==> config.mk <==
export PLATFORM = sky130hd
export DESIGN_NAME = dec_loop_unit
export DESIGN_NICKNAME = d
export VERILOG_FILES = /design/src/rtl/dlu_pkg.sv /design/src/rtl/dlu_cond_eval.sv /design/src/rtl/dlu_control.sv /design/src/rtl/dlu_datapath.sv /design/src/rtl/dec_loop_unit.sv
export SDC_FILE = /design/constraint.sdc
export NUM_CORES = 1
export LEC_CHECK = 0
export BUFFER_PORTS_ARGS = -buffer_cell sky130_fd_sc_hd__buf_4
export CORE_AREA = 2 2 107 109
export CTS_BUF_LIST = sky130_fd_sc_hd__clkbuf_8 sky130_fd_sc_hd__clkbuf_16
export DETAILED_ROUTE_END_ITERATION = 10
export DIE_AREA = 0 0 109 111
export PLACE_DENSITY_LB_ADDON = 0.05
export SLEW_MARGIN = 20
export SYNTH_ARGS = -nofsm -noshare
export SYNTH_HDL_FRONTEND = slang
export SYNTH_SLANG_ARGS = --single-unit
==> constraint.sdc <==
create_clock -name clk -period 3.7 [get_ports clk]
set_input_delay 0 -clock clk [delete_from_list [all_inputs] [get_ports clk]]
set_output_delay 0 -clock clk [all_outputs]
set_load 0.03 [all_outputs]
==> src/rtl/dlu_pkg.sv <==
package dlu_pkg;
  typedef enum logic [3:0] {
    CC_T  = 4'd0,  CC_F  = 4'd1,  CC_HI = 4'd2,  CC_LS = 4'd3,
    CC_CC = 4'd4,  CC_CS = 4'd5,  CC_NE = 4'd6,  CC_EQ = 4'd7,
    CC_VC = 4'd8,  CC_VS = 4'd9,  CC_PL = 4'd10, CC_MI = 4'd11,
    CC_GE = 4'd12, CC_LT = 4'd13, CC_GT = 4'd14, CC_LE = 4'd15
  } condSel_e;

  // strobes from control to datapath
  typedef struct packed {
    logic load;   // capture the computed results
    logic fire;   // result pulse cycle
  } ctlStrb_t;
endpackage

==> src/rtl/dlu_cond_eval.sv <==
module dlu_cond_eval
  import dlu_pkg::*;
(
  input  logic [3:0] condSel,
  input  logic       flagN,
  input  logic       flagZ,
  input  logic       flagV,
  input  logic       flagC,
  output logic       condTrue
);
  logic signMatch;
  assign signMatch = (flagN == flagV);

  always_comb begin
    unique case (condSel_e'(condSel))
      CC_T:    condTrue = 1'b1;
      CC_F:    condTrue = 1'b0;
      CC_HI:   condTrue = !flagC && !flagZ;
      CC_LS:   condTrue = flagC || flagZ;
      CC_CC:   condTrue = !flagC;
      CC_CS:   condTrue = flagC;
      CC_NE:   condTrue = !flagZ;
      CC_EQ:   condTrue = flagZ;
      CC_VC:   condTrue = !flagV;
      CC_VS:   condTrue = flagV;
      CC_PL:   condTrue = !flagN;
      CC_MI:   condTrue = flagN;
      CC_GE:   condTrue = signMatch;
      CC_LT:   condTrue = !signMatch;
      CC_GT:   condTrue = !flagZ && signMatch;
      default: condTrue = flagZ || !signMatch;
    endcase
  end
endmodule

==> src/rtl/dlu_control.sv <==
module dlu_control
  import dlu_pkg::*;
(
  input  logic     clk,
  input  logic     rstN,
  input  logic     start,
  output ctlStrb_t strb,
  output logic     done
);
  logic doneQ;

  always_ff @(posedge clk) begin
    if (!rstN) doneQ <= 1'b0;
    else       doneQ <= start;
  end

  assign strb.load = start;
  assign strb.fire = doneQ;
  assign done      = doneQ;
endmodule

==> src/rtl/dlu_datapath.sv <==
module dlu_datapath
  import dlu_pkg::*;
#(
  parameter int DATA_W = 32,
  parameter int CNT_W  = 16,
  parameter int ADDR_W = 32,
  parameter int DISP_W = 16,
  parameter int IDX_W  = 3,
  parameter int INST_BYTES = 2,
  parameter int EXT_BYTES  = 2
) (
  input  logic              clk,
  input  logic              rstN,
  input  ctlStrb_t          strb,
  input  logic              condTrue,
  input  logic [IDX_W-1:0]  cntIdx,
  input  logic [DATA_W-1:0] regIn,
  input  logic [ADDR_W-1:0] instAddr,
  input  logic [DISP_W-1:0] disp,
  output logic              regWe,
  output logic [IDX_W-1:0]  wrIdx,
  output logic [DATA_W-1:0] regOut,
  output logic              taken,
  output logic [ADDR_W-1:0] nextPc
);
  localparam int UP_W = DATA_W - CNT_W;
  localparam logic [CNT_W-1:0]  CNT_END  = '1;
  localparam logic [ADDR_W-1:0] BR_BASE  = ADDR_W'(INST_BYTES);
  localparam logic [ADDR_W-1:0] FALL_OFS = ADDR_W'(INST_BYTES + EXT_BYTES);

  logic [CNT_W-1:0]  cntDec;
  logic [DATA_W-1:0] decWord;
  logic [ADDR_W-1:0] dispExt;
  logic              branchNow;
  logic              weQ;

  assign cntDec = regIn[CNT_W-1:0] - CNT_W'(1);

  generate
    if (UP_W > 0) begin : g_upper
      assign decWord = {regIn[DATA_W-1:CNT_W], cntDec};
    end else begin : g_flat
      assign decWord = cntDec;
    end
  endgenerate

  assign dispExt   = {{(ADDR_W-DISP_W){disp[DISP_W-1]}}, disp};
  assign branchNow = !condTrue && (cntDec != CNT_END);

  always_ff @(posedge clk) begin
    if (!rstN) begin
      regOut <= '0;
      weQ    <= 1'b0;
      taken  <= 1'b0;
      nextPc <= '0;
      wrIdx  <= '0;
    end else if (strb.load) begin
      regOut <= condTrue ? regIn : decWord;
      weQ    <= !condTrue;
      taken  <= branchNow;
      nextPc <= branchNow ? instAddr + BR_BASE + dispExt : instAddr + FALL_OFS;
      wrIdx  <= cntIdx;
    end
  end

  assign regWe = weQ && strb.fire;
endmodule

==> src/rtl/dec_loop_unit.sv <==
module dec_loop_unit
  import dlu_pkg::*;
(
  input  logic        clk,
  input  logic        rstN,
  input  logic        start,
  input  logic [3:0]  condSel,
  input  logic        flagN,
  input  logic        flagZ,
  input  logic        flagV,
  input  logic        flagC,
  input  logic [2:0]  cntIdx,
  input  logic [31:0] regIn,
  input  logic [31:0] instAddr,
  input  logic [15:0] disp,
  output logic        done,
  output logic        regWe,
  output logic [2:0]  wrIdx,
  output logic [31:0] regOut,
  output logic        taken,
  output logic [31:0] nextPc
);
  ctlStrb_t strb;
  logic     condTrue;

  dlu_cond_eval u_cond (
    .condSel(condSel), .flagN(flagN), .flagZ(flagZ), .flagV(flagV),
    .flagC(flagC), .condTrue(condTrue)
  );

  dlu_control u_ctl (
    .clk(clk), .rstN(rstN), .start(start), .strb(strb), .done(done)
  );

  dlu_datapath #(
    .DATA_W(32), .CNT_W(16), .ADDR_W(32), .DISP_W(16), .IDX_W(3)
  ) u_dp (
    .clk(clk), .rstN(rstN), .strb(strb), .condTrue(condTrue),
    .cntIdx(cntIdx), .regIn(regIn), .instAddr(instAddr), .disp(disp),
    .regWe(regWe), .wrIdx(wrIdx), .regOut(regOut), .taken(taken),
    .nextPc(nextPc)
  );
endmodule

==> results.yml <==
outcome:
  status: "complete, no violations"
clock_network:
  cts_setup_buffers: 0
  h-tree-depth: 3
  cts.sinks: 70
  hold_buffers: 26
  cts-root-buf: "clkbuf_16"
  clkLatencyLatePin_ps: 340
  max-clock-path-buffers: 2
  cts_resized: 0
  tritoncts: "yes"
  path_clk_slew_ps: 70
  numCtsBuffers: 9
floorplan:
  core.rowCount: 39
  coreArea_um2: 11100
  start_util: 0.519
  pin_count: 164
  die_h_um: 111
  die_area_um2: 12100
  fp.dieW_um: 109
sta:
  layout_min_cycle_time_ps: 3260
  hold_viol: 0
  fin_ws_ps: 441
  relSlewSlack: 0.473
  finalCritPeriodShare: 0.881
  tightest_slew_ps: 789
  maxSlewViolCount: 0
  rsz0062_at_grt: "false"
  tns_ps: 0
  max_freq_ghz: 0.307
  skew_ps: 0
  setup_viol: 0
routing:
  wl_per_cell_um: 16.8
  drt-total-wl_mm: 17.4
  viasPerCell: 5.68
  via_count: 5891
  drtIter0Drc: 230
  drc: 0
  ant_nets: 0
  firstDrtPassIters: 5
pwr:
  power.density_nw_per_um2: 370
  peakVddDrop_mv: 0.256
  p_leak_nw: 3.58
cells_and_area:
  stdcell_count: 1038
  diodes: 0
  final_nets: 1049
  area_delta_synth_final_pct: 32.4
  fillerInstances: 926
  drive_gt1_frac: 0.219
  utilization: 0.687
logic_synthesis:
  synth_top_area_frac: 0.244
  syn_inst: 713
  synthArstFlopShare: 0
  yosys.area.top_type: "dfxtp_1"
  synth.area.top_cells: "dfxtp_1 24%, ha_1 14%, xnor2_1 5.3%, xor2_1 5.0%, mux2i_1 4.9%"
  synth-seq-area-share: 0.244
  ys_seq_elements: 70
  syn_area_per_cell_um2: 8.06
  synth_commonest_cells: "70 x dfxtp_1, 69 x nor2_1, 64 x ha_1"
  netlist_area_um2: 5740
  synth_edf_count: 0
  synth.most_common_cell: "dfxtp_1"
  syn_nets: 872
  synthFlopType: "dfxtp_1"
  synth_cell_type_count: 70
  yosysWarnings: 0
grt:
  grt_pass1_wl_mm: 27.1
  gr-total-overflow: 0
  grt_usage: 0.284
  antenna_found_initial: 0
  grt_max_degree: 66
  grt_pass1_vias: 5605
setup_path:
  arrival_ps: 3540
  path_cells: "dlygate4sd3_1, buf_4, ha_1, inv_1, fa_1, nor2b_1, o2111ai_1, nand3_1, a21oi_1, o31a_1, and4_1, or4_1, a31oi_1"
  crit_slowest_cell: "dlygate4sd3_1"
  worstSetupEndpointType: "register"
  cp_num_buf_inv: 3
  cp.required_ps: 3980
  r2r_start: "u_dp.nextPc[24]"
  cp_top_family: "simple AND/OR/NAND/NOR gates"
  rrSetupSlack_ps: 2890
  crit_start: "instAddr[2]"
  crit_type: "primary input to register"
  critical_path.max_fanout: 5
  start_kind: "primary input"
  critPathMaxStageDelay_ps: 560
placed_design:
  placedCellCount: 996
  pre_cts_ws_ps: 577
  dp_hpwl_mm: 12.6
  io_buffers: 163
  gp_congestion: 0.926
job:
  timing.max_cap.violations: 0
worst_hold_path:
  holdCritPathClass: "primary input to register"
  hold_start: "regIn[0]"
-- through the flow --
step                      total power, mW  hold slack (ps)  area (µm²)
after floorplan                      1.59              147        5740
after global placement               1.95              237        7070
after detailed placement             1.97              244        7070
after CTS                            2.82             15.0        7600
after global routing                 2.96             34.2        7600
final                                2.81             21.0        7600
-- final cells by class --
cell class | count | area [µm²] | area share
Sequential cell | 70 | 1400 | 0.184
Inverter | 25 | 93.8 | 0.0123
Tap cell | 143 | 179 | 0.0235
Clock inverter | 7 | 50.0 | 0.00658
Clock buffer | 9 | 225 | 0.0296
Multi-Input combinational cell | 588 | 4120 | 0.542
Timing Repair Buffer | 196 | 1540 | 0.202
-- logic make-up after synthesis --
kind of cell	count (synthesis)	synth area share
AND/OR/NAND/NOR	230	0.198
AO/OA/AOI/OAI	196	0.222
flip-flops	70	0.244
XOR/XNOR	68	0.104
adder cells (fa/ha/maj)	65	0.143
buffers and inverters	55	0.0390
multiplexers	29	0.0508
-- routing by layer --
metal,GRT usage,share of wire,vias to the layer above
met5,0,0,-
met2,0.478,0.48,174
li1,-,-,2970
met4,0.103,0.022,0
met3,0.0558,0.055,29
met1,0.356,0.45,2718
-- report_power, final --
part           internal (mW)  switching (mW)
combinational          0.468           0.655
clock                  0.456           0.369
sequential             0.827          0.0387
total                   1.75            1.06
-- worst register-to-register path, cell delays in order (launching register included) --
cell and delay, ps:
dfxtp_1 310, and3_1 160, a31oi_1 130, o21ai_1 90
-- sequential cells by signal, indices dropped and copies added, names as in the netlist --
| signal | count |
|---|---|
| u_ctl.done | 1 |
| u_dp.weQ | 1 |
| u_dp.regOut | 32 |
| u_dp.nextPc | 32 |
| u_dp.wrIdx | 3 |
| u_dp.taken | 1 |
-- placed cells by master, fill, tap and decap left out, types with 4 or more instances in the layout --
master / netlist / layout
buf_4: 1 / 170
dfxtp_1: 70 / 70
nor2_1: 69 / 69
ha_1: 64 / 64
nand2_1: 53 / 53
a21oi_1: 52 / 52
xnor2_1: 35 / 35
xor2_1: 33 / 33
nand3_1: 32 / 32
mux2i_1: 28 / 28
dlygate4sd3_1: 0 / 26
o21ai_0: 25 / 25
o21ai_1: 25 / 25
inv_1: 23 / 24
a21o_1: 20 / 20
and3_1: 15 / 15
a211oi_1: 14 / 14
nand4_1: 11 / 11
nor3_1: 11 / 11
clkbuf_16: 0 / 9
a31oi_1: 8 / 8
o21bai_1: 7 / 7
o211ai_1: 6 / 6
nor4_1: 5 / 5
nand2b_1: 4 / 4
o21a_1: 4 / 4
-- final timing paths --
path,to,cells past startpoint
max,u_dp.nextPc[31],13
max reg2reg,u_dp.nextPc[24],3
min,u_dp.regOut[0],3
min reg2reg,u_dp.nextPc[17],2
Note: power is estimated with default switching activity, not from simulation.
